--- config.mk ---
export PLATFORM = sky130hd
export DESIGN_NAME = txs_tracker
export DESIGN_NICKNAME = d
export VERILOG_FILES = /design/src/rtl/txs_pkg.sv /design/src/rtl/txs_line.sv /design/src/rtl/txs_ctrl.sv /design/src/rtl/txs_tracker.sv
export SDC_FILE = /design/constraint.sdc
export NUM_CORES = 1
export LEC_CHECK = 0
export BUFFER_PORTS_ARGS = -buffer_cell sky130_fd_sc_hd__buf_2
export CORE_MARGIN = 1.5
export CORE_UTILIZATION = 55
export DETAILED_ROUTE_END_ITERATION = 7
export GPL_TIMING_DRIVEN = 0
export PLACE_DENSITY = 0.74
export RECOVER_POWER = 100
export SLEW_MARGIN = 20
export SYNTH_ARGS = -nofsm -noshare
export SYNTH_HDL_FRONTEND = slang
export SYNTH_SLANG_ARGS = --single-unit
--- constraint.sdc ---
create_clock -name clk -period 8.75 [get_ports clk]
set_clock_uncertainty 0.2 [all_clocks]
set_input_delay 1.75 -clock clk [delete_from_list [all_inputs] [get_ports clk]]
set_output_delay 1.75 -clock clk [all_outputs]
set_load 0.005 [all_outputs]
--- src/rtl/txs_pkg.sv ---
package txs_pkg;

    typedef enum logic [1:0] {
        CMD_NONE   = 2'd0,
        CMD_BEGIN  = 2'd1,
        CMD_COMMIT = 2'd2,
        CMD_ABORT  = 2'd3
    } cmd_e;

    typedef enum logic [1:0] {
        PRB_READ  = 2'd0,
        PRB_WRITE = 2'd1,
        PRB_INVAL = 2'd2
    } probe_e;

    typedef enum logic [1:0] {
        CAUSE_NONE     = 2'd0,
        CAUSE_CONFLICT = 2'd1,
        CAUSE_OVERFLOW = 2'd2,
        CAUSE_EXPLICIT = 2'd3
    } cause_e;

    typedef struct packed {
        logic valid;
        logic dirty;
        logic rd;
        logic wr;
    } flags_t;

    // A probe that takes ownership or kills the copy
    function automatic logic probe_kills(input logic [1:0] kind);
        return (kind == PRB_WRITE) || (kind == PRB_INVAL);
    endfunction

endpackage

--- src/rtl/txs_line.sv ---
module txs_line
    import txs_pkg::*;
#(
    parameter int TAG_W = 5
) (
    input  logic             clk,
    input  logic             rst,
    input  logic             upd_en,
    input  flags_t           upd_flags,
    input  logic [TAG_W-1:0] upd_tag,
    input  logic             commit_clr,
    input  logic             abort_clr,
    output flags_t           flags_o,
    output logic [TAG_W-1:0] tag_o
);

    flags_t           flags_q, base, nxt;
    logic [TAG_W-1:0] tag_q;

    always_comb begin
        base = upd_en ? upd_flags : flags_q;
        nxt  = base;
        if (abort_clr && base.wr) begin
            nxt.valid = 1'b0;
            nxt.dirty = 1'b0;
        end
        if (abort_clr || commit_clr) begin
            nxt.rd = 1'b0;
            nxt.wr = 1'b0;
        end
    end

    always_ff @(posedge clk) begin
        if (rst) begin
            flags_q <= '0;
            tag_q   <= '0;
        end else begin
            flags_q <= nxt;
            if (upd_en) tag_q <= upd_tag;
        end
    end

    assign flags_o = flags_q;
    assign tag_o   = tag_q;


    commit_clears_chk: assert property (@(posedge clk) disable iff (rst)
        commit_clr |=> (!flags_q.rd && !flags_q.wr));


    abort_drops_written_chk: assert property (@(posedge clk) disable iff (rst)
        (abort_clr && !upd_en && flags_q.wr) |=> !flags_q.valid);


    abort_keeps_read_chk: assert property (@(posedge clk) disable iff (rst)
        (abort_clr && !upd_en && flags_q.valid && !flags_q.wr) |=> flags_q.valid);

endmodule

--- src/rtl/txs_ctrl.sv ---
module txs_ctrl
    import txs_pkg::*;
#(
    parameter int LINES  = 8,
    parameter int ADDR_W = 8,
    localparam int IDX_W = $clog2(LINES),
    localparam int TAG_W = ADDR_W - IDX_W
) (
    input  flags_t              flags [LINES],
    input  logic [TAG_W-1:0]    tags  [LINES],
    input  logic                in_tx,
    input  logic [1:0]          cmd,
    input  logic                acc_valid,
    input  logic                acc_write,
    input  logic [ADDR_W-1:0]   acc_addr,
    input  logic                probe_valid,
    input  logic [1:0]          probe_kind,
    input  logic [ADDR_W-1:0]   probe_addr,
    output logic                hit,
    output logic                upd_en,
    output logic [IDX_W-1:0]    upd_idx,
    output flags_t              upd_flags,
    output logic [TAG_W-1:0]    upd_tag,
    output logic                commit_clr,
    output logic                abort_clr,
    output logic                nx_tx,
    output logic [1:0]          abort_cause,
    output logic                wb_req,
    output logic [ADDR_W-1:0]   wb_addr
);

    logic [IDX_W-1:0] a_idx, p_idx;
    logic [TAG_W-1:0] a_tag, p_tag;
    flags_t           a_ln, p_ln, fresh;
    logic             p_match, cmd_act;

    assign a_idx = acc_addr[IDX_W-1:0];
    assign a_tag = acc_addr[ADDR_W-1:IDX_W];
    assign p_idx = probe_addr[IDX_W-1:0];
    assign p_tag = probe_addr[ADDR_W-1:IDX_W];
    assign a_ln  = flags[a_idx];
    assign p_ln  = flags[p_idx];
    assign hit     = a_ln.valid && (tags[a_idx] == a_tag);
    assign p_match = p_ln.valid && (tags[p_idx] == p_tag);

    always_comb begin
        cmd_act = 1'b0;
        case (cmd_e'(cmd))
            CMD_BEGIN:  cmd_act = !in_tx;
            CMD_COMMIT: cmd_act = in_tx;
            CMD_ABORT:  cmd_act = in_tx;
            default:    cmd_act = 1'b0;
        endcase
    end

    always_comb begin
        upd_en      = 1'b0;
        upd_idx     = a_idx;
        upd_flags   = a_ln;
        upd_tag     = a_tag;
        commit_clr  = 1'b0;
        abort_clr   = 1'b0;
        nx_tx       = in_tx;
        abort_cause = CAUSE_NONE;
        wb_req      = 1'b0;
        wb_addr     = acc_addr;
        fresh       = '0;

        if (cmd_act) begin
            if (cmd == CMD_BEGIN) begin
                nx_tx = 1'b1;
            end else if (cmd == CMD_COMMIT) begin
                commit_clr = 1'b1;
                nx_tx      = 1'b0;
            end else begin
                abort_clr   = 1'b1;
                nx_tx       = 1'b0;
                abort_cause = CAUSE_EXPLICIT;
            end
        end else if (probe_valid) begin
            if (p_match && probe_kills(probe_kind)) begin
                upd_en    = 1'b1;
                upd_idx   = p_idx;
                upd_flags = '0;
                upd_tag   = p_tag;
            end
            if (p_match && in_tx &&
                (p_ln.wr || (p_ln.rd && probe_kills(probe_kind)))) begin
                abort_clr   = 1'b1;
                nx_tx       = 1'b0;
                abort_cause = CAUSE_CONFLICT;
            end
        end else if (acc_valid) begin
            if (hit) begin
                upd_en    = 1'b1;
                upd_flags = a_ln;
                if (acc_write) begin
                    wb_req          = in_tx && a_ln.dirty && !a_ln.wr;
                    upd_flags.dirty = 1'b1;
                    upd_flags.wr    = a_ln.wr || in_tx;
                end else begin
                    upd_flags.rd    = a_ln.rd || in_tx;
                end
            end else if (in_tx && a_ln.valid && (a_ln.rd || a_ln.wr)) begin
                abort_clr   = 1'b1;
                nx_tx       = 1'b0;
                abort_cause = CAUSE_OVERFLOW;
            end else begin
                wb_req      = a_ln.valid && a_ln.dirty;
                wb_addr     = {tags[a_idx], a_idx};
                fresh.valid = 1'b1;
                fresh.dirty = acc_write;
                fresh.rd    = in_tx && !acc_write;
                fresh.wr    = in_tx && acc_write;
                upd_en      = 1'b1;
                upd_flags   = fresh;
            end
        end
    end

endmodule

--- src/rtl/txs_tracker.sv ---
module txs_tracker
    import txs_pkg::*;
#(
    parameter int LINES  = 8,
    parameter int ADDR_W = 8,
    localparam int IDX_W = $clog2(LINES),
    localparam int TAG_W = ADDR_W - IDX_W
) (
    input  logic              clk,
    input  logic              rst,
    input  logic [1:0]        cmd_i,
    input  logic              acc_valid_i,
    input  logic              acc_write_i,
    input  logic [ADDR_W-1:0] acc_addr_i,
    input  logic              probe_valid_i,
    input  logic [1:0]        probe_kind_i,
    input  logic [ADDR_W-1:0] probe_addr_i,
    output logic              hit_o,
    output logic              in_tx_o,
    output logic              abort_o,
    output logic [1:0]        abort_cause_o,
    output logic              wb_valid_o,
    output logic [ADDR_W-1:0] wb_addr_o
);

    flags_t             flags [LINES];
    logic [TAG_W-1:0]   tags  [LINES];
    logic               upd_en, commit_clr, abort_clr, nx_tx, wb_req;
    logic [IDX_W-1:0]   upd_idx;
    flags_t             upd_flags;
    logic [TAG_W-1:0]   upd_tag;
    logic [1:0]         cause;
    logic [ADDR_W-1:0]  wb_addr;

    txs_ctrl #(.LINES(LINES), .ADDR_W(ADDR_W)) u_ctrl (
        .flags(flags), .tags(tags), .in_tx(in_tx_o), .cmd(cmd_i),
        .acc_valid(acc_valid_i), .acc_write(acc_write_i), .acc_addr(acc_addr_i),
        .probe_valid(probe_valid_i), .probe_kind(probe_kind_i),
        .probe_addr(probe_addr_i), .hit(hit_o), .upd_en(upd_en),
        .upd_idx(upd_idx), .upd_flags(upd_flags), .upd_tag(upd_tag),
        .commit_clr(commit_clr), .abort_clr(abort_clr), .nx_tx(nx_tx),
        .abort_cause(cause), .wb_req(wb_req), .wb_addr(wb_addr)
    );

    for (genvar g = 0; g < LINES; g++) begin : g_line
        txs_line #(.TAG_W(TAG_W)) u_line (
            .clk(clk), .rst(rst),
            .upd_en(upd_en && (upd_idx == IDX_W'(g))),
            .upd_flags(upd_flags), .upd_tag(upd_tag),
            .commit_clr(commit_clr), .abort_clr(abort_clr),
            .flags_o(flags[g]), .tag_o(tags[g])
        );
    end

    always_ff @(posedge clk) begin
        if (rst) begin
            in_tx_o       <= 1'b0;
            abort_o       <= 1'b0;
            abort_cause_o <= CAUSE_NONE;
            wb_valid_o    <= 1'b0;
            wb_addr_o     <= '0;
        end else begin
            in_tx_o       <= nx_tx;
            abort_o       <= abort_clr;
            abort_cause_o <= cause;
            wb_valid_o    <= wb_req;
            wb_addr_o     <= wb_addr;
        end
    end


    abort_closes_tx_chk: assert property (@(posedge clk) disable iff (rst)
        abort_o |-> (!in_tx_o && $past(in_tx_o)));


    abort_has_cause_chk: assert property (@(posedge clk) disable iff (rst)
        abort_o |-> (abort_cause_o != CAUSE_NONE));


    begin_nested_chk: assert property (@(posedge clk) disable iff (rst)
        (in_tx_o && cmd_i == CMD_BEGIN) |=> !abort_o);


    wb_from_access_chk: assert property (@(posedge clk) disable iff (rst)
        wb_valid_o |-> $past(acc_valid_i));


    commit_ends_chk: assert property (@(posedge clk) disable iff (rst)
        (in_tx_o && cmd_i == CMD_COMMIT) |=> (!in_tx_o && !abort_o));

endmodule

After elaboration in Yosys (flattened, before gate mapping)
Index checks and enable logic that the tools add are counted.
{"block": "word_totals", "register_bits": 85, "latchBits": 0, "mem_bits_rw": 0, "rom_bits": 0, "in_bits": 25, "output_inout_bits": 14, "word_cells": 195, "memories": 0}
{"block": "classes", "add_sub_neg": 0, "multipliers": 0, "div_mod_pow": 0, "n_lt_le_gt_ge": 2, "n_eq_ne": 16, "shifts": 0, "n_mux": 76, "n_bitwise": 3, "reduce_logical": 53}
{"op": "4-bit two-way mux", "count": 10}
{"op": "8-bit two-way mux", "count": 5}
{"op": "1-bit two-way mux", "count": 39}
{"op": "5-bit two-way mux", "count": 7}
{"op": "5-bit binary-select mux with 3-bit select", "count": 2}
{"op": "1-bit logical AND", "count": 29}
{"op": "4-bit binary-select mux with 3-bit select", "count": 2}
{"op": "2-bit OR reduction", "count": 10}
{"op": "2-bit two-way mux", "count": 7}
{"op": "3-bit equality test, second input constant", "count": 4}
{"op": "5-bit equality test", "count": 2}
{"op": "3-bit two-way mux", "count": 3}
{"op": "4-bit greater-or-equal comparator, second input constant", "count": 2}
{"op": "3-bit inverter with 4-bit output", "count": 2}
{"op": "2-bit equality test, second input constant", "count": 3}
{"op": "3-bit by 2-bit equality test with 1-bit output, second input constant", "count": 2}
{"op": "1-bit logical OR", "count": 6}
{"op": "3-bit nonzero test", "count": 2}
{"op": "2-bit by 1-bit equality test with 1-bit output, second input constant", "count": 2}
{"op": "4-bit AND reduction", "count": 1}
{"op": "4-bit OR reduction", "count": 1}
{"op": "3-bit by 1-bit equality test with 1-bit output, second input constant", "count": 1}
{"op": "1-bit logical NOT", "count": 3}
{"op": "3-bit logical NOT", "count": 1}
{"op": "4 further kinds", "count": 4}

Depth between registers and ports, before layout
{"block": "depth", "depth_word": 15, "ltp_mapped": 13, "mapped_depth_nobuf": 10}

Modules after synthesis
A second synthesis with hierarchy kept.
{"block": "unflattened", "hier_cells": 452, "area_unflattened_um2": 4882.2}
{"module": "txs_line", "instances": 8, "cells_each": 29, "area_per_inst_um2": 345.3}
{"module": "txs_ctrl", "instances": 1, "cells_each": 185, "area_per_inst_um2": 1676.6}
{"module": "txs_tracker", "instances": 1, "cells_each": 35, "area_per_inst_um2": 442.9}

Worst setup path before layout
OpenSTA, ideal clock, no wires.
{"block": "synth_path", "path_kind": "input port to output port", "startpoint": "in acc_addr_i[2]", "endpoint": "out hit_o", "arrival_time_ps": 3213, "required_ps": 6800, "slack_ps": 3587, "path_stages": 7, "path_cell_list": "buf_2 > buf_2 > mux4_2 > mux2i_4 > xor2_1 > nand4_1 > nor3_2"}
{"block": "synth_between", "elab_chain_cells": 6}
{"item": "start: declaration", "line_no": "txs_tracker.sv:14", "source": "input logic [ADDR_W-1:0] acc_addr_i,"}
{"item": "3-bit inverter with 4-bit output (not written as such) *", "line_no": "txs_ctrl.sv:41, txs_ctrl.sv:43"}
{"item": "5-bit binary-select mux with 3-bit select", "line_no": "txs_ctrl.sv:43", "source": "assign hit = a_ln.valid && (tags[a_idx] == a_tag);"}
{"item": "5-bit two-way mux (not written as such) (2 in series)", "line_no": "txs_ctrl.sv:43"}
{"item": "5-bit equality test", "line_no": "txs_ctrl.sv:43"}
{"item": "1-bit logical AND *", "line_no": "txs_ctrl.sv:43"}
{"item": "end: declaration", "line_no": "txs_tracker.sv:18", "source": "output logic hit_o,"}
Mark *: on every way between the ends. The rest lies on a longest branch, timed or not. The select of a mux whose other input is x is not followed.

Final worst setup path
{"block": "layout_path", "startpoint": "in acc_addr_i[0]", "endpoint": "out hit_o"}
Same word-level chain as after synthesis.

==> flow_metrics.tcl <==
set metrics [dict create \
    status "finished, violations left" \
    violations "capacitance limit, slew limit" \
    synth.distinct_cells 59 \
    synthToLayoutAreaGrowth_pct 9.23 \
    p_int_mw 0.596 \
    swShare_pct 28.2 \
    ys_ff_latch 85 \
    hold_start "g_line[6].u_line.flags_o[2]" \
    drtIter0Drc 639 \
    clk_pin_slew_worst_paths_ns 0.09 \
    viasPerCell 6.91 \
    seq_area_sq_mm 0.00170 \
    synth-simple-area-share_pct 23.2 \
    synthAdderAreaFrac_pct 0.982 \
    start_util_pct 57.6 \
    p_leak_nw 2.11 \
    syn_inst 583 \
    start_kind "input port" \
    endpoint_kind "output port" \
    wl_met1_um 6390 \
    io_buffers 31 \
    dr_wl_met2_um 7450 \
    highest_layer "met4" \
    grt_pass1_wl_um 25300 \
    yosysTopAreaCell "dfxtp_1" \
    synth-compound-area-share_pct 17.3 \
    drc 0 \
    synthesis.area_sq_mm 0.00510 \
    grt_max_degree 16 \
    cts.repair.resized 0 \
    htreeDepth 3 \
    multi_input_area_sq_mm 0.00314 \
    numCtsBuffers 9 \
    worstSetupPathType "input port to output port" \
    synthXorXnorAreaFrac_pct 0.515 \
    place_congestion 1.01 \
    io_pins 39 \
    power.density_mw_per_mm2 149 \
    yosysWarnings 0 \
    synth_nets 612 \
    p_comb_share_pct 13.5 \
    crit_start "acc_addr_i[0]" \
    dieHeight_um 99.3 \
    synth.most_common_cell "dfxtp_1" \
    cts_hold_buf 0 \
    max_freq_mhz 158 \
    setup_tns_ns 0 \
    maxCapViolCount 1 \
    place_hpwl_um 12400 \
    wl_um 16300 \
    postRouteAntennaNets 0 \
    nNetsFinal 654 \
    holdWs_ns 0.284 \
    clock-sinks 85 \
    pwr-share-seq_pct 48.1 \
    crit_path_max_fanout 10 \
    place_worst_setup_slack_ns 2.97 \
    maxSlewHeadroom_pct -0.882 \
    cts_max_path_buffers 2 \
    wl_per_cell_um 22.1 \
    async_flop_share_pct 0 \
    cp.arrival_ns 4.39 \
    period_share_pct 72.4 \
    antennaDiodeCount 0 \
    synthFlopType "dfxtp_1" \
    fill_cells 797 \
    drive_above_1_share_pct 13.7 \
    synth.area.mux_share_pct 20.0 \
    cts_tree "yes" \
    tightest_slew_ns 1.49 \
    irDropWorstVdd_v 0.0000688 \
    grt_pass1_vias 4731 \
    clock_latency_ns 0.37 \
    wl_met3_um 1920 \
    min_path_type "flip-flop to flip-flop" \
    antenna_found_initial 0 \
    fin_crit_ns 6.34 \
    rsz0062_at_grt "no" \
    synth-edff-count 0 \
    root_buffer "clkbuf_8" \
    synth_top_family_by_area "simple AND/OR/NAND/NOR gates" \
    p_clk_share_pct 38.4 \
    synth_top_area_share_pct 33.4 \
    finalMaxSlewViolations 1 \
    timing_hold_violations_final 0 \
    cts_setup_buffers 0 \
    core_sq_mm 0.00885 \
    synth_area_per_cell_sq_um 8.74 \
    setup_viol 0 \
    ys_top_cells_by_area "dfxtp_1 33%, mux2i_1 8.2%, nor3_1 8.1%" \
    vias 5096 \
    dr.pass1.iters 7 \
    die_w_um 99.3 \
    gr-usage-all-layers_pct 33.3 \
    crit_required_ns 6.80 \
    grt_overflow 0 \
    fp-row-count 34 \
    ys_top_cells_by_count "85 x dfxtp_1, 83 x nor3_1, 60 x a21oi_1" \
    fin_ws_ns 2.41 \
    power_switching_mw 0.234 \
    die_area_sq_mm 0.00985 \
    r2r-start "in_tx_o" \
    ys_seq_area_share_pct 33.4 \
]
## placed cells by master, fill, tap and decap left out, drive strengths merged, types with 5 or more instances in the layout
master | netlist | layout
nand4 | 5 | 5
mux4 | 16 | 16
nor2b | 9 | 9
a21oi | 60 | 60
a22oi | 8 | 8
and3 | 13 | 13
nor3 | 84 | 84
nand3 | 15 | 15
nand2 | 20 | 20
inv | 13 | 15
nor2 | 39 | 39
nor4 | 8 | 8
or3 | 8 | 8
clkbuf | 18 | 40
and2 | 6 | 6
o21ai | 14 | 14
mux2i | 43 | 43
mux2 | 19 | 19
nand2b | 7 | 7
dfxtp | 85 | 85
a22o | 9 | 9
a211oi | 8 | 8
buf | 22 | 40
o22ai | 6 | 6
## state kept, by name, indices dropped and copies added, names as in the netlist
register / cells
g_line.u_line.tag_o: 40
g_line.u_line.flags_o: 32
wb_addr_o: 8
abort_cause_o: 2
abort_o: 1
in_tx_o: 1
wb_valid_o: 1
## metal layers
layer / track usage (%) / up-vias
li1: - / 2282
met1: 44.1 / 2394
met2: 53.9 / 358
met3: 5.83 / 62
met4: 14.4 / 0
met5: 0 / -
## per-stage QoR
stage	instance area [sq um]	total power, mW	util [%]	std cells
2_1_floorplan	5100	0.483	-	583
3_3_place_gp	5390	0.516	60.9	722
3_5_place_dp	5390	0.519	61.0	722
4_1_cts	5610	0.827	63.4	738
5_1_grt	5570	0.857	62.9	738
6_report	5570	0.831	62.9	738
## power by group through the flow
stage	registers, mW	clock network [mW]	logic [mW]
finish	0.400	0.319	0.112
global route	0.400	0.338	0.119
global placement	0.408	0	0.108
CTS	0.399	0.317	0.111
detailed placement	0.408	0	0.111
floorplan	0.407	0	0.0759
## cells by family after synthesis
kind of cell / Yosys count
flops: 85
xor+xnor: 3
fa+ha+maj: 4
buf+inv: 53
compound gates: 134
simple gates: 226
mux: 78
## layout make-up
type / count / share of cell area (%)
inverter: 13 / 0.876
clock inverter: 7 / 1.73
timing repair buffer: 31 / 2.63
multi-input combinational: 445 / 56.4
buffer: 40 / 3.12
clock buffer: 9 / 2.22
tap: 108 / 2.43
sequential: 85 / 30.6
## worst max-delay path, stage by stage
cell      delay [ns]
clkbuf_1        0.61
clkbuf_1        0.63
mux2_1          0.35
nand4_1         0.15
nor3_1          0.71
clkbuf_1        0.18
## path summary, 6_finish.rpt
path,slack (ns),end,depth (start not counted)
max,2.41,hit_o,6
min,0.28,g_line[6].u_line.flags_o[2],2
min reg2reg,0.28,g_line[6].u_line.flags_o[2],2
max reg2reg,4.28,g_line[2].u_line.flags_o[2],8
(Power assumes the default switching activity.)
